`src/rtl/tbc_pkg.sv`:
```
package tbc_pkg;
    typedef struct packed {
        logic cap_rise;
        logic cap_ie;
        logic dbl;
        logic tb_ie;
    } tbc_ctrl_t;

    localparam int unsigned CTRL_W    = 4;
    localparam int unsigned STAT_CAPF = 6;
    localparam int unsigned STAT_TBF  = 7;
endpackage

```
`src/rtl/tbc_prescaler.sv`:
```
module tbc_prescaler #(
    parameter int unsigned PRE_DIV = 32
) (
    input  logic clk,
    input  logic rst_n,
    output logic tick
);
    generate
        if (PRE_DIV <= 1) begin : g_bypass
            assign tick = 1'b1;
        end else begin : g_div
            localparam int unsigned PRE_W = $clog2(PRE_DIV);
            localparam logic [PRE_W-1:0] LAST = PRE_W'(PRE_DIV - 1);

            logic [PRE_W-1:0] pre_d, pre_q;

            always_comb begin
                pre_d = (pre_q == LAST) ? '0 : pre_q + 1'b1;
            end

            always_ff @(posedge clk or negedge rst_n) begin
                if (!rst_n) pre_q <= '0;
                else        pre_q <= pre_d;
            end

            assign tick = (pre_q == LAST);

            AST_TICK_SPACED: assert property (@(posedge clk) disable iff (!rst_n)
                tick |=> !tick);
        end
    endgenerate
endmodule

```
`src/rtl/tbc_timebase.sv`:
```
module tbc_timebase #(
    parameter int unsigned CNT_W   = 8,
    parameter int unsigned CNT_TOP = 249
) (
    input  logic             clk,
    input  logic             rst_n,
    input  logic             tick,
    input  logic             dbl,
    output logic [CNT_W-1:0] cnt,
    output logic             evt
);
    localparam logic [CNT_W-1:0] TOP_V = CNT_W'(CNT_TOP);

    typedef struct packed {
        logic [CNT_W-1:0] cnt;
        logic             half;
    } tb_state_t;

    tb_state_t st_d, st_q;
    logic      wrap;

    always_comb begin
        st_d = st_q;
        wrap = tick && (st_q.cnt == TOP_V);
        if (tick) st_d.cnt = wrap ? '0 : st_q.cnt + 1'b1;
        if (!dbl)      st_d.half = 1'b0;
        else if (wrap) st_d.half = ~st_q.half;
        evt = wrap && (!dbl || st_q.half);
    end

    always_ff @(posedge clk or negedge rst_n) begin
        if (!rst_n) st_q <= '0;
        else        st_q <= st_d;
    end

    assign cnt = st_q.cnt;

    AST_CNT_IN_RANGE: assert property (@(posedge clk) disable iff (!rst_n)
        st_q.cnt <= TOP_V);
    AST_CNT_HOLDS: assert property (@(posedge clk) disable iff (!rst_n)
        !tick |=> $stable(st_q.cnt));
    AST_DBL_SKIPS: assert property (@(posedge clk) disable iff (!rst_n)
        (dbl && evt) |=> !st_q.half);
endmodule

```
`src/rtl/tbc_edge_sync.sv`:
```
module tbc_edge_sync #(
    parameter int unsigned SYNC_STAGES = 2
) (
    input  logic clk,
    input  logic rst_n,
    input  logic pin,
    input  logic rise_sel,
    output logic edge_hit
);
    logic [SYNC_STAGES:0] sh_d, sh_q;
    logic                 now_v, old_v;

    always_comb begin
        sh_d     = {sh_q[SYNC_STAGES-1:0], pin};
        now_v    = sh_q[SYNC_STAGES-1];
        old_v    = sh_q[SYNC_STAGES];
        edge_hit = rise_sel ? (now_v && !old_v) : (!now_v && old_v);
    end

    always_ff @(posedge clk or negedge rst_n) begin
        if (!rst_n) sh_q <= '0;
        else        sh_q <= sh_d;
    end
endmodule

```
`src/rtl/tbc_timer.sv`:
```
module tbc_timer
    import tbc_pkg::*;
#(
    parameter int unsigned PRE_DIV     = 32,
    parameter int unsigned CNT_W       = 8,
    parameter int unsigned CNT_TOP     = 249,
    parameter int unsigned SYNC_STAGES = 2
) (
    input  logic       clk,
    input  logic       rst_n,
    input  logic       reg_sel,
    input  logic       reg_rd,
    input  logic       reg_wr,
    input  logic [7:0] reg_wdata,
    output logic [7:0] reg_rdata,
    input  logic       cap_pin,
    output logic       irq_tb,
    output logic       irq_cap
);
    typedef struct packed {
        tbc_ctrl_t        ctrl;
        logic             tb_f;
        logic             cap_f;
        logic [CNT_W-1:0] cap_v;
    } top_state_t;

    top_state_t       s_d, s_q;
    logic             tick, tb_evt, edge_hit;
    logic             rd_stat, rd_cap, cap_take;
    logic [CNT_W-1:0] cnt;

    tbc_prescaler #(.PRE_DIV(PRE_DIV)) u_pre (
        .clk(clk), .rst_n(rst_n), .tick(tick)
    );

    tbc_timebase #(.CNT_W(CNT_W), .CNT_TOP(CNT_TOP)) u_tb (
        .clk(clk), .rst_n(rst_n), .tick(tick), .dbl(s_q.ctrl.dbl),
        .cnt(cnt), .evt(tb_evt)
    );

    tbc_edge_sync #(.SYNC_STAGES(SYNC_STAGES)) u_sync (
        .clk(clk), .rst_n(rst_n), .pin(cap_pin),
        .rise_sel(s_q.ctrl.cap_rise), .edge_hit(edge_hit)
    );

    always_comb begin
        s_d      = s_q;
        rd_stat  = reg_rd && !reg_sel;
        rd_cap   = reg_rd && reg_sel;
        cap_take = edge_hit && !s_q.cap_f;

        if (reg_wr && !reg_sel) s_d.ctrl = tbc_ctrl_t'(reg_wdata[CTRL_W-1:0]);

        if (rd_stat) s_d.tb_f = 1'b0;
        if (tb_evt)  s_d.tb_f = 1'b1;

        if (rd_cap) s_d.cap_f = 1'b0;
        if (cap_take) begin
            s_d.cap_f = 1'b1;
            s_d.cap_v = cnt;
        end

        if (reg_sel) begin
            reg_rdata = 8'(s_q.cap_v);
        end else begin
            reg_rdata                = 8'(s_q.ctrl);
            reg_rdata[STAT_TBF]      = s_q.tb_f;
            reg_rdata[STAT_CAPF]     = s_q.cap_f;
        end
    end

    always_ff @(posedge clk or negedge rst_n) begin
        if (!rst_n) s_q <= '0;
        else        s_q <= s_d;
    end

    assign irq_tb  = s_q.tb_f  && s_q.ctrl.tb_ie;
    assign irq_cap = s_q.cap_f && s_q.ctrl.cap_ie;

    AST_SET_BEATS_CLEAR: assert property (@(posedge clk) disable iff (!rst_n)
        tb_evt |=> s_q.tb_f);
    AST_STAT_READ_CLEARS: assert property (@(posedge clk) disable iff (!rst_n)
        (rd_stat && !tb_evt) |=> !s_q.tb_f);
    AST_CAP_FROZEN: assert property (@(posedge clk) disable iff (!rst_n)
        s_q.cap_f |=> $stable(s_q.cap_v));
    AST_CAP_READ_CLEARS: assert property (@(posedge clk) disable iff (!rst_n)
        (rd_cap && s_q.cap_f) |=> !s_q.cap_f);
    AST_CAP_ONLY_ON_EDGE: assert property (@(posedge clk) disable iff (!rst_n)
        $rose(s_q.cap_f) |-> $past(edge_hit));
endmodule

```
`config.mk`:
```
export PLATFORM = sky130hd
export DESIGN_NAME = tbc_timer
export DESIGN_NICKNAME = d
export VERILOG_FILES = /design/src/rtl/tbc_pkg.sv /design/src/rtl/tbc_prescaler.sv /design/src/rtl/tbc_timebase.sv /design/src/rtl/tbc_edge_sync.sv /design/src/rtl/tbc_timer.sv
export SDC_FILE = /design/constraint.sdc
export NUM_CORES = 1
export LEC_CHECK = 0
export BUFFER_PORTS_ARGS = -buffer_cell sky130_fd_sc_hd__buf_2
export CELL_PAD_IN_SITES_DETAIL_PLACEMENT = 1
export CELL_PAD_IN_SITES_GLOBAL_PLACEMENT = 1
export CORE_UTILIZATION = 43
export CTS_CLUSTER_SIZE = 12
export DETAILED_ROUTE_END_ITERATION = 6
export GPL_TIMING_DRIVEN = 1
export PLACE_DENSITY_LB_ADDON = 0.1
export SYNTH_ARGS = -nofsm -noshare
export SYNTH_HDL_FRONTEND = slang
export SYNTH_SLANG_ARGS = --single-unit
```
`constraint.sdc`:
```
create_clock -name clk -period 2.05 [get_ports clk]
set_clock_uncertainty 0.15 [all_clocks]
set_input_delay 0 -clock clk [delete_from_list [all_inputs] [get_ports clk]]
set_output_delay 0 -clock clk [all_outputs]
set_load 0.02 [all_outputs]
```
# After elaboration in Yosys (flattened, before gate mapping)
# Cells that the tools add are included.
# totals
word_cells	45
out_inout_bits	10
reg_bits	31
# op_classes
eq_ne	3
reduce_logical	18
bitwise_logic	1
n_addsub	2
mux	10
# ops
operator	count
2-to-1 mux 8 bit	2
logical AND 1 bit	10
2-to-1 mux 9 bit	1
adder 8 x 1 -> 8 bit, second input constant	1
== test 8 bit, second input constant	1
2-to-1 mux 1 bit	6
adder 5 x 1 -> 5 bit, second input constant	1
== test 5 bit, second input constant	1
zero test 1 bit	5
2-to-1 mux 5 bit	1
nonzero test 2 bit	2
!= test 2 x 1 -> 1 bit, second input constant	1
logical OR 1 bit	1
NOT 1 bit	1

# Depth between registers and ports, before layout
# Gate-level depths: netlist of the first run.
# depth
ltp_word	5
ltp_mapped	7

# Modules after synthesis
# From an unflattened synthesis of the first run, not the netlist that was laid out.
# hier_totals
hier_cells	122
area_unflattened_um2	1550.2
# by_module_without_submodules
mod	cells_each	seq_area_each_um2	area_per_inst_um2	n_inst
tbc_timer	44	350.3	663.1	1
tbc_timebase	57	225.2	580.6	1
tbc_prescaler	15	125.1	209.0	1
tbc_edge_sync	6	75.1	97.6	1

# Least setup slack after synthesis of the first run
# No wires, ideal clock.
# synth_path
kind	reg-to-reg
startpoint	register u_pre.g_div.pre_q[0]
endpoint	register u_tb.st_q, in the netlist u_tb.cnt[4]
n_path_buf	1
stages_incl_launch_ff	8
t_arrival_ns	1.445
t_required_ns	1.776
setup_slack_ns	0.331
cell_sequence	dfrtp_1 ha_1 and3_1 ha_1 buf_2 nand2_1 nor3_1 a211o_1
# synth_via
elab_chain_len	3
# synth_rtl
element	line	source
start, declared	tbc_prescaler.sv:15	logic [PRE_W-1:0] pre_d, pre_q;
start signal, assigned	tbc_prescaler.sv:23	else pre_q <= pre_d;
== test 5 bit (*)	tbc_prescaler.sv:26	assign tick = (pre_q == LAST);
logical AND 1 bit	tbc_timebase.sv:24	wrap = tick && (st_q.cnt == TOP_V);
2-to-1 mux 8 bit	tbc_timebase.sv:25	if (tick) st_d.cnt = wrap ? '0 : st_q.cnt + 1'b1;
end signal, assigned	tbc_timebase.sv:33	else st_q <= st_d;
end, declared	tbc_timebase.sv:19	tb_state_t st_d, st_q;
# Every way passes the cells marked *; elsewhere a longest branch is shown, timed or not.
# A chain may end at the register's enable or synchronous reset.

# Final worst setup path of the first run
# layout_path
startpoint	register u_pre.g_div.pre_q[0]
endpoint	register u_tb.st_q[0] (netlist name)
# layout_via
elab_chain_len	3
# layout_rtl
element	line
== test 5 bit	tbc_prescaler.sv:26
logical AND 1 bit	tbc_timebase.sv:24
!= test 2 x 1 -> 1 bit (no line)	-
# Every way passes these cells.

==> impl_metrics.env, run 1 <==
export IMPL_layout_setup_ws_ns=0.0866
export IMPL_slew_viol_final=0
export IMPL_fin_crit_sh=0.958
export IMPL_drc_errors=0
export IMPL_tightest_slew_ns=0.680
export IMPL_via_per_inst=5.24
export IMPL_nNetsFinal=171
export IMPL_num_fill_cells=353
export IMPL_numCtsBuffers=5
export IMPL_dieArea_um2=3580
export IMPL_p_switching_mw=0.307
export IMPL_cp_max_fo=6
export IMPL_clk_pin_slew_worst_paths_ns=0.09
export IMPL_grt_pass1_wl_um=5310
export IMPL_critPathSlowestCell="or3_1"
export IMPL_seq_area_um2=776
export IMPL_die_w_um=59.8
export IMPL_synth_edf_count=0
export IMPL_cts_tree="done"
export IMPL_syn_inst=119
export IMPL_synth_commonest_cells="31 x dfrtp_1, 19 x mux2_2, 7 x nor2_1, 5 x inv_1"
export IMPL_placed_area_um2=1590
export IMPL_die_h_um=59.8
export IMPL_max_stage_delay_ns=0.40
export IMPL_synth_most_common_cell="dfrtp_1"
export IMPL_antenna_found_initial=0
export IMPL_fmax_mhz=509
export IMPL_cts_root_buf="clkbuf_4"
export IMPL_clk_path_buf_depth=2
export IMPL_p_comb_frac=0.111
export IMPL_wl_per_cell_um=15.8
export IMPL_core_um2=3100
export IMPL_cts_max_level=2
export IMPL_num_vias=1037
export IMPL_drive_above_1_share=0.344
export IMPL_stdcell_count=198
export IMPL_yosys_cell_types_count=33
export IMPL_routed_wl_um=3120
export IMPL_first_pass_iters=4
export IMPL_worstSkewPairLatency_ns=0.33
export IMPL_p_clk_frac=0.383
export IMPL_diodes=0
export IMPL_path_class="reg -> reg"
export IMPL_finalSetupViolCount=0
export IMPL_rows=20
export IMPL_dp_slack_ns=0.0381
export IMPL_min_delay_path_class="in -> reg"
export IMPL_dp_hpwl_um=2190
export IMPL_critical_path_top_delay_family="simple AND/OR/NAND/NOR gates"
export IMPL_period_needed_ns=1.96
export IMPL_syn_area_per_cell_um2=12.1
export IMPL_syn_to_final_growth_pct=23.5
export IMPL_finalSetupTns_ns=0
export IMPL_crit_required_ns=2.15
export IMPL_critPathLaunchType="flip-flop"
export IMPL_postRouteAntennaNets=0
export IMPL_path_buf_inv=0
export IMPL_drv_cap=0
export IMPL_grtUsageTotal=0.210
export IMPL_seq_area_frac_synth=0.539
export IMPL_drt_iter0_markers=26
export IMPL_p_int_mw=0.994
export IMPL_ys_flop_type="dfrtp_1"
export IMPL_num_io_pins=24
export IMPL_r2r_slack_ns=0.09
export IMPL_portBuffers=19
export IMPL_multiInputGateArea_um2=643
export IMPL_power_mw=1.30
export IMPL_grt_max_degree=32
export IMPL_dpl_cell_count=181
export IMPL_arrival_ns=2.07
export IMPL_hold_viol=0
export IMPL_cp_end_kind="flip-flop"
export IMPL_syn_num_nets=137
export IMPL_initial_core_util=0.464
export IMPL_first_global_vias=1148
export IMPL_synth_area_leaders="dfrtp_1 54%, mux2_2 15%, ha_1 3.5%"
export IMPL_yosysTopAreaCell="dfrtp_1"
export IMPL_p_per_area_nw_per_um2=732
export IMPL_synthArstFlopShare=1.00
export IMPL_path_cells="ha_1 -> and3_1 -> ha_4 -> nand4_1 -> or3_1 -> a21boi_0"
export IMPL_sw_frac_of_total=0.236
export IMPL_clock_sinks=31
export IMPL_outcome="finished, final reports clean"
export IMPL_yosysWarningCount=0
export IMPL_syn_area_um2=1440
export IMPL_ys_seq_elements=31
export IMPL_slew_headroom=0.546
export IMPL_seqPwrFrac=0.507
export IMPL_ir_worst_vdd_uv=311
export IMPL_grt_ovfl_total=0
export IMPL_leakage_nw=0.826
export IMPL_design_area_um2=1780
export IMPL_place_gp_congestion=0.785
export IMPL_yosys_area_top_type_share=0.539
[repair_timing]
action | 4_1_cts | 5_1_grt
endpoints found under the setup margin | 0 | 6
hold endpoints to repair | 38 | 0
setup buffers | 0 | 1
resized for setup | 0 | 2
hold buffers | 8 | 0
[worst min-delay path: stages]
cell	delay, ns
buf_2	0.24
nand2b_1	0.15
a22o_1	0.13
[path summary, 6_finish.rpt]
check                           cells past startpoint             end                 start
worst max-delay path                                6    u_tb.st_q[0]  u_pre.g_div.pre_q[0]
worst min-delay path                                3          s_q[9]               reg_sel
worst max register to register                      6    u_tb.st_q[0]  u_pre.g_div.pre_q[0]
worst min register to register                      0  u_sync.sh_q[1]        u_sync.sh_q[0]
max in group asynchronous                           2         s_q[12]                 rst_n
min in group asynchronous                           2         s_q[10]                 rst_n
[power by group through the flow]
stage                     sequential (mW)  clock [mW]  combinational (mW)
after floorplan                     0.663           0              0.0876
after CTS                           0.660       0.510               0.145
after global placement              0.670           0               0.129
final                               0.660       0.498               0.144
after detailed placement            0.671           0               0.133
after global routing                0.664       0.545               0.157
[final cells by class]
| type | count | share of cell area |
|---|---|---|
| sequential | 31 | 0.437 |
| timing repair buffer | 30 | 0.111 |
| tap | 44 | 0.0310 |
| clock inverter | 2 | 0.0197 |
| multi-input combinational | 80 | 0.362 |
| inverter | 5 | 0.0106 |
| clock buffer | 6 | 0.0289 |
[layout by cell type (no fill, tap or decap)]
master	count
and4b_1	1
clkbuf_4	5
buf_4	3
or3_1	2
a21boi_0	1
nor2b_1	3
and4_1	1
o22ai_1	1
mux2_2	19
a32o_1	1
nand3_1	3
nor2_1	7
nand4_1	2
nand4b_1	1
ha_1	3
a21oi_4	1
a21oi_1	4
a211o_1	2
buf_2	19
nor3_1	1
ha_4	1
nand3b_1	1
dlygate4sd3_1	8
bufinv_16	1
inv_1	5
or3b_4	1
clkbuf_8	1
a221oi_1	1
nand2b_1	4
o21ai_0	4
a21o_2	1
nand2_1	4
dfrtp_1	31
and3_1	1
clkinv_2	1
xnor2_1	2
xor2_1	2
a22o_1	1
and2_1	4
[metrics by stage]
| step | util | hold WS (ns) |
|---|---|---|
| final | 0.573 | 0.0664 |
| after floorplan | - | -0.446 |
| after global routing | 0.573 | 0.0642 |
| after detailed placement | 0.513 | -0.0666 |
| after CTS | 0.566 | 0.0450 |
| after global placement | 0.513 | -0.0730 |
[logic make-up (layout without fill, tap and decap cells)]
logic type / after synthesis / in the layout / synth area share
flip-flops: 31 / 31 / 0.539
buffers and inverters: 8 / 43 / 0.0226
AND/OR/NAND/NOR: 36 / 36 / 0.144
multiplexers: 19 / 19 / 0.149
XOR/XNOR: 4 / 4 / 0.0244
AO/OA/AOI/OAI: 17 / 17 / 0.0861
adder cells (fa/ha/maj): 4 / 4 / 0.0348
[per-layer routing]
metal,vias to the layer above,share of wire,GRT usage
met5,-,0,0
met1,525,0.41,0.231
met4,0,0.014,0.0698
li1,488,-,-
met3,7,0.033,0.0671
met2,17,0.54,0.381
[state kept, by name (all words and copies together) (netlist names)]
signal / cells
u_tb.cnt: 8
u_tb.st_q: 1
u_sync.sh_q: 3
s_q: 14
u_pre.g_div.pre_q: 5
(Power assumes the default switching activity.)
==> run 2, diff against run 1 <==
BUFFER_PORTS_ARGS = default   (was -buffer_cell sky130_fd_sc_hd__buf_2)
CORE_UTILIZATION = 52   (was 43)
DONT_BUFFER_PORTS = 1   (was default)
REMOVE_ABC_BUFFERS = 1   (was default)
clock period = 2.3 ns   (was 2.05 ns; I/O delays follow)
==> impl_metrics.env, run 2 (synthesis gave the netlist of run 1 again) <==
export IMPL_finalSetupViolCount=0
export IMPL_postRouteAntennaNets=0
export IMPL_numCtsBuffers=5
export IMPL_place_gp_congestion=0.739
export IMPL_drt_iter0_markers=8
export IMPL_layout_setup_ws_ns=0.154
export IMPL_portBuffers=0
export IMPL_cts_root_buf="clkbuf_4"
export IMPL_crit_required_ns=2.38
export IMPL_reg_top3="s_q (14), u_tb.cnt (8), u_pre.g_div.pre_q (5)"
export IMPL_reg2reg_to="u_tb.st_q[0]"
export IMPL_ir_worst_vdd_uv=672
export IMPL_leakage_nw=0.769
export IMPL_largest_register_ffs=14
export IMPL_outcome="finished, final reports clean"
export IMPL_first_global_vias=1069
export IMPL_cp_end_kind="flip-flop"
export IMPL_clk_path_buf_depth=2
export IMPL_p_clk_frac=0.383
export IMPL_hold_start="reg_sel"
export IMPL_worstSkewPairLatency_ns=0.32
export IMPL_p_per_area_nw_per_um2=677
export IMPL_clock_sinks=31
export IMPL_period_needed_ns=2.15
export IMPL_sw_frac_of_total=0.237
export IMPL_path_class="reg -> reg"
export IMPL_via_per_inst=5.80
export IMPL_wl_per_cell_um=20.3
export IMPL_whs_ns=0.0370
export IMPL_grt_pass1_wl_um=5180
export IMPL_grt_ovfl_total=0
export IMPL_layout_commonest_cell="dfrtp_1"
export IMPL_critPathLaunchType="flip-flop"
export IMPL_r2r_slack_ns=0.15
export IMPL_cts_max_level=2
export IMPL_syn_to_final_growth_pct=20.2
export IMPL_num_io_pins=24
export IMPL_cp_max_fo=7
export IMPL_dp_slack_ns=0.237
export IMPL_finalSetupTns_ns=0
export IMPL_fin_crit_sh=0.933
export IMPL_postCtsSetupRepairBufs=0
export IMPL_r2r_start="u_pre.g_div.pre_q[0]"
export IMPL_routed_wl_um=3450
export IMPL_fmax_mhz=466
export IMPL_rows=18
export IMPL_drv_cap=0
export IMPL_final_cell_mix="31 x dfrtp_1, 19 x mux2_2, 13 x dlygate4sd3_1, 7 x nor2_1"
export IMPL_diodes=0
export IMPL_hold_end="reg_rdata[5]"
export IMPL_fin_util=0.679
export IMPL_grtUsageTotal=0.270
export IMPL_die_w_um=54.6
export IMPL_core_um2=2540
export IMPL_p_int_mw=0.893
export IMPL_clk_pin_slew_worst_paths_ns=0.10
export IMPL_grt_max_degree=32
export IMPL_arrival_ns=2.23
export IMPL_slew_viol_final=0
export IMPL_dp_hpwl_um=2090
export IMPL_rsz0062_at_grt="false"
export IMPL_max_flop_register="s_q"
export IMPL_antenna_found_initial=0
export IMPL_nNetsFinal=157
export IMPL_min_delay_path_class="in -> out"
export IMPL_p_comb_frac=0.114
export IMPL_cts_tree="done"
export IMPL_hold_viol=0
export IMPL_hold_depth=1
export IMPL_first_pass_iters=4
export IMPL_dieArea_um2=2980
export IMPL_slew_headroom=0.664
export IMPL_seqPwrFrac=0.503
export IMPL_die_h_um=54.6
export IMPL_initial_core_util=0.565
export IMPL_worstRegToRegCells=6
export IMPL_drive_above_1_share=0.243
export IMPL_num_vias=986
export IMPL_drc_errors=0
export IMPL_tightest_slew_ns=0.504
export IMPL_p_switching_mw=0.277
## run 2: cell count changes in the layout (fill, tap and decap cells not counted)
cell / previous run / this run
buf_2: 19 / 0
dlygate4sd3_1: 8 / 13
buf_12: 0 / 2
buf_4: 3 / 1
ha_2: 0 / 1
ha_4: 1 / 0
## run 2: stage by stage
stage / instance area, um2 / total power, mW / cells
2_1_floorplan: 1430 / 0.667 / 116
3_3_place_gp: 1470 / 0.678 / 147
3_5_place_dp: 1470 / 0.682 / 147
4_1_cts: 1730 / 1.17 / 170
5_1_grt: 1730 / 1.22 / 170
6_report: 1730 / 1.17 / 170
## run 2: worst max-delay path by stage
stage,slack (ns),depth (start not counted),start,to
after detailed placement,0.24,6,u_pre.g_div.pre_q[0],u_tb.cnt[1]
after floorplan,0.38,6,u_pre.g_div.pre_q[0],u_tb.st_q[0]
after global placement,0.36,6,u_pre.g_div.pre_q[0],u_tb.cnt[1]
after CTS,0.16,6,u_pre.g_div.pre_q[0],u_tb.cnt[1]
after global routing,0.05,6,u_pre.g_div.pre_q[0],u_tb.st_q[0]
final,0.15,6,u_pre.g_div.pre_q[0],u_tb.st_q[0]
## run 2: final cells by class
cell class              instances  area, um2
clock buffers                   6       51.3
clock inverters                 2       35.0
fillers                       240        816
inverters                       5       18.8
multi-input cells              80        633
flip-flops and latches         31        776
well taps                      30       37.5
repair buffers                 16        178
## run 2: repair_timing
action / CTS / global route
hold endpoints to repair: 38 / 0
hold buffers: 15 / 0
endpoints found under the setup margin: 0 / 1
gates resized for setup: 0 / 1
## run 2: layer usage
layer | global-route usage | routed length [um]
met2 | 0.514 | 1930
met1 | 0.280 | 1380
met4 | 0.0769 | 10
met3 | 0.0806 | 125
met5 | 0 | 0
## run 2: power groups by stage
stage	Combinational [mW]	Clock (mW)	Sequential, mW
after floorplan	0.0760	0	0.591
after global placement	0.0816	0	0.597
after detailed placement	0.0835	0	0.598
final	0.134	0.448	0.589
after global routing	0.143	0.481	0.593
after CTS	0.130	0.456	0.588
## run 2: critical path: stages (launching register included)
cell and delay, ns:
dfrtp_1 0.40, ha_1 0.20, and3_1 0.17, ha_2 0.24
nand4_1 0.25, or3_1 0.42, a21boi_0 0.23
==> run 3, diff against run 2 <==
CORE_UTILIZATION = 53   (was 52)
SYNTH_HIERARCHICAL = 1   (was default)
==> impl_metrics.env, run 3 <==
export IMPL_numCtsBuffers=5
export IMPL_cp_end_kind="flip-flop"
export IMPL_p_per_area_nw_per_um2=612
export IMPL_routed_wl_um=3240
export IMPL_core_um2=2760
export IMPL_drive_above_1_share=0.301
export IMPL_critPathLaunchType="flip-flop"
export IMPL_diodes=0
export IMPL_syn_area_per_cell_um2=12.7
export IMPL_crit_top_cell="ha_1"
export IMPL_num_io_pins=24
export IMPL_yosys_area_top_type_share=0.500
export IMPL_cp_max_fo=7
export IMPL_leakage_nw=0.783
export IMPL_postCtsSetupRepairBufs=0
export IMPL_grt_max_degree=32
export IMPL_clk_path_buf_depth=2
export IMPL_slew_headroom=0.791
export IMPL_layout_setup_ws_ns=0.197
export IMPL_reg_top3="s_q (14), u_tb/cnt (8), u_pre/g_div.pre_q (5)"
export IMPL_syn_to_final_growth_pct=13.2
export IMPL_crit_required_ns=2.38
export IMPL_wl_met1_um=1410
export IMPL_portBuffers=0
export IMPL_critPathSlowestCell="dfrtp_1"
export IMPL_worstSkewPairLatency_ns=0.33
export IMPL_period_needed_ns=2.10
export IMPL_p_int_mw=0.794
export IMPL_p_clk_frac=0.302
export IMPL_outcome="finished, final reports clean"
export IMPL_fin_util=0.636
export IMPL_finalSetupViolCount=0
export IMPL_syn_area_um2=1550
export IMPL_worstRegToRegCells=6
export IMPL_antenna_found_initial=0
export IMPL_synth_commonest_cells="31 x dfrtp_1, 10 x mux2_2, 9 x buf_4, 9 x mux2_4"
export IMPL_sw_frac_of_total=0.260
export IMPL_ys_flop_type="dfrtp_1"
export IMPL_drc_errors=0
export IMPL_synth_most_common_cell="dfrtp_1"
export IMPL_dieArea_um2=3150
export IMPL_layout_commonest_cell="dfrtp_1"
export IMPL_grt_ovfl_total=0
export IMPL_path_class="reg -> reg"
export IMPL_fin_crit_sh=0.914
export IMPL_arrival_ns=2.18
export IMPL_final_cell_mix="31 x dfrtp_1, 13 x dlygate4sd3_1, 10 x mux2_2, 9 x mux2_4"
export IMPL_cts_root_buf="clkbuf_4"
export IMPL_wl_met2_um=1650
export IMPL_ctsResizeCount=0
export IMPL_clock_sinks=31
export IMPL_initial_core_util=0.562
export IMPL_num_vias=964
export IMPL_die_w_um=56.1
export IMPL_finalSetupTns_ns=0
export IMPL_syn_inst=122
export IMPL_min_delay_path_class="in -> out"
export IMPL_postRouteAntennaNets=0
export IMPL_dp_hpwl_um=1790
export IMPL_slew_viol_final=0
export IMPL_first_global_vias=1096
export IMPL_grtUsageTotal=0.242
export IMPL_hold_viol=0
export IMPL_first_pass_iters=4
export IMPL_fmax_mhz=475
export IMPL_die_h_um=56.1
export IMPL_max_flop_register="s_q"
export IMPL_synthArstFlopShare=1.00
export IMPL_rows=19
export IMPL_drt_iter0_markers=19
export IMPL_seqPwrFrac=0.553
export IMPL_grt_pass1_wl_um=5580
export IMPL_clk_pin_slew_worst_paths_ns=0.09
export IMPL_largest_register_ffs=14
export IMPL_nNetsFinal=154
export IMPL_cts_tree="done"
export IMPL_hold_depth=1
export IMPL_ir_worst_vdd_uv=589
export IMPL_p_switching_mw=0.279
export IMPL_yosysWarningCount=6
export IMPL_rsz0062_at_grt="false"
export IMPL_critical_path_top_delay_family="adder cells"
export IMPL_cp_depth=6
export IMPL_synth_area_leaders="dfrtp_1 50%, mux2_4 8.7%, mux2_2 7.3%"
export IMPL_seq_area_frac_synth=0.500
export IMPL_wl_per_cell_um=19.4
export IMPL_yosys_cell_types_count=39
export IMPL_drv_cap=0
export IMPL_top_layer="met4"
export IMPL_synth_edf_count=0
export IMPL_wl_met3_um=110
export IMPL_path_buf_inv=0
export IMPL_cts_max_level=2
export IMPL_via_per_inst=5.77
export IMPL_ys_seq_elements=31
export IMPL_tightest_slew_ns=0.313
export IMPL_place_gp_congestion=0.734
export IMPL_placed_area_um2=1530
export IMPL_p_comb_frac=0.144
export IMPL_path_cells="ha_1 -> and3_2 -> ha_1 -> nand4_2 -> a211o_1 -> a21o_1"
export IMPL_max_stage_delay_ns=0.39
export IMPL_yosysTopAreaCell="dfrtp_1"
export IMPL_dp_slack_ns=0.218
export IMPL_design_area_um2=1750
[run 3: layout make-up]
type / count / area [um2]
inverter: 2 / 7.51
sequential: 31 / 776
fill: 282 / 1000
clock inverter: 1 / 5.00
clock buffer: 6 / 51.3
tap: 31 / 38.8
timing repair buffer: 18 / 193
multi-input combinational: 78 / 683
[run 3: power by group through the flow]
stage	logic, mW	clock network, mW	registers (mW)
4_1_cts	0.152	0.336	0.592
6_report	0.155	0.324	0.594
3_3_place_gp	0.0960	0	0.601
2_1_floorplan	0.0877	0	0.595
3_5_place_dp	0.0979	0	0.603
5_1_grt	0.167	0.356	0.597
[run 3: through the flow]
step / std cells / power [mW] / hold slack [ns]
2_1_floorplan: 111 / 0.683 / -0.446
3_3_place_gp: 145 / 0.697 / -0.445
3_5_place_dp: 145 / 0.700 / -0.445
4_1_cts: 167 / 1.08 / 0.0354
5_1_grt: 167 / 1.12 / 0.0377
6_report: 167 / 1.07 / 0.0350
[run 3: routing by layer]
layer  GRT usage  vias up
li1            -      445
met3      0.0837        7
met4      0.0941        0
met5           0        -
met2       0.395       16
met1       0.296      496
[run 3: worst paths after layout]
check,start,slack [ns],end
worst max-delay path,u_pre/g_div.pre_q[0],0.20,u_tb/cnt[7]
worst min-delay path,reg_sel,0.03,reg_rdata[4]
worst max register to register,u_pre/g_div.pre_q[0],0.20,u_tb/cnt[7]
worst min register to register,u_sync/sh_q[0],0.24,u_sync/sh_q[1]
max in group asynchronous,rst_n,1.77,u_pre/g_div.pre_q[4]
min in group asynchronous,rst_n,0.05,s_q[8]
[run 3: logic make-up (layout without fill, tap and decap cells)]
logic type	Yosys count	in the layout	synth area share
AO/OA/AOI/OAI	11	11	0.0509
XOR/XNOR	3	3	0.0170
adder cells (fa/ha/maj)	4	4	0.0323
buffers and inverters	13	27	0.0589
flip-flops	31	31	0.500
multiplexers	21	21	0.173
AND/OR/NAND/NOR	39	39	0.168
[run 3: what timing repair did]
item                                   in CTS  in global routing
endpoints found under the hold margin      38                  0
hold buffers                               15                  0
setup endpoints to repair                   0                  0
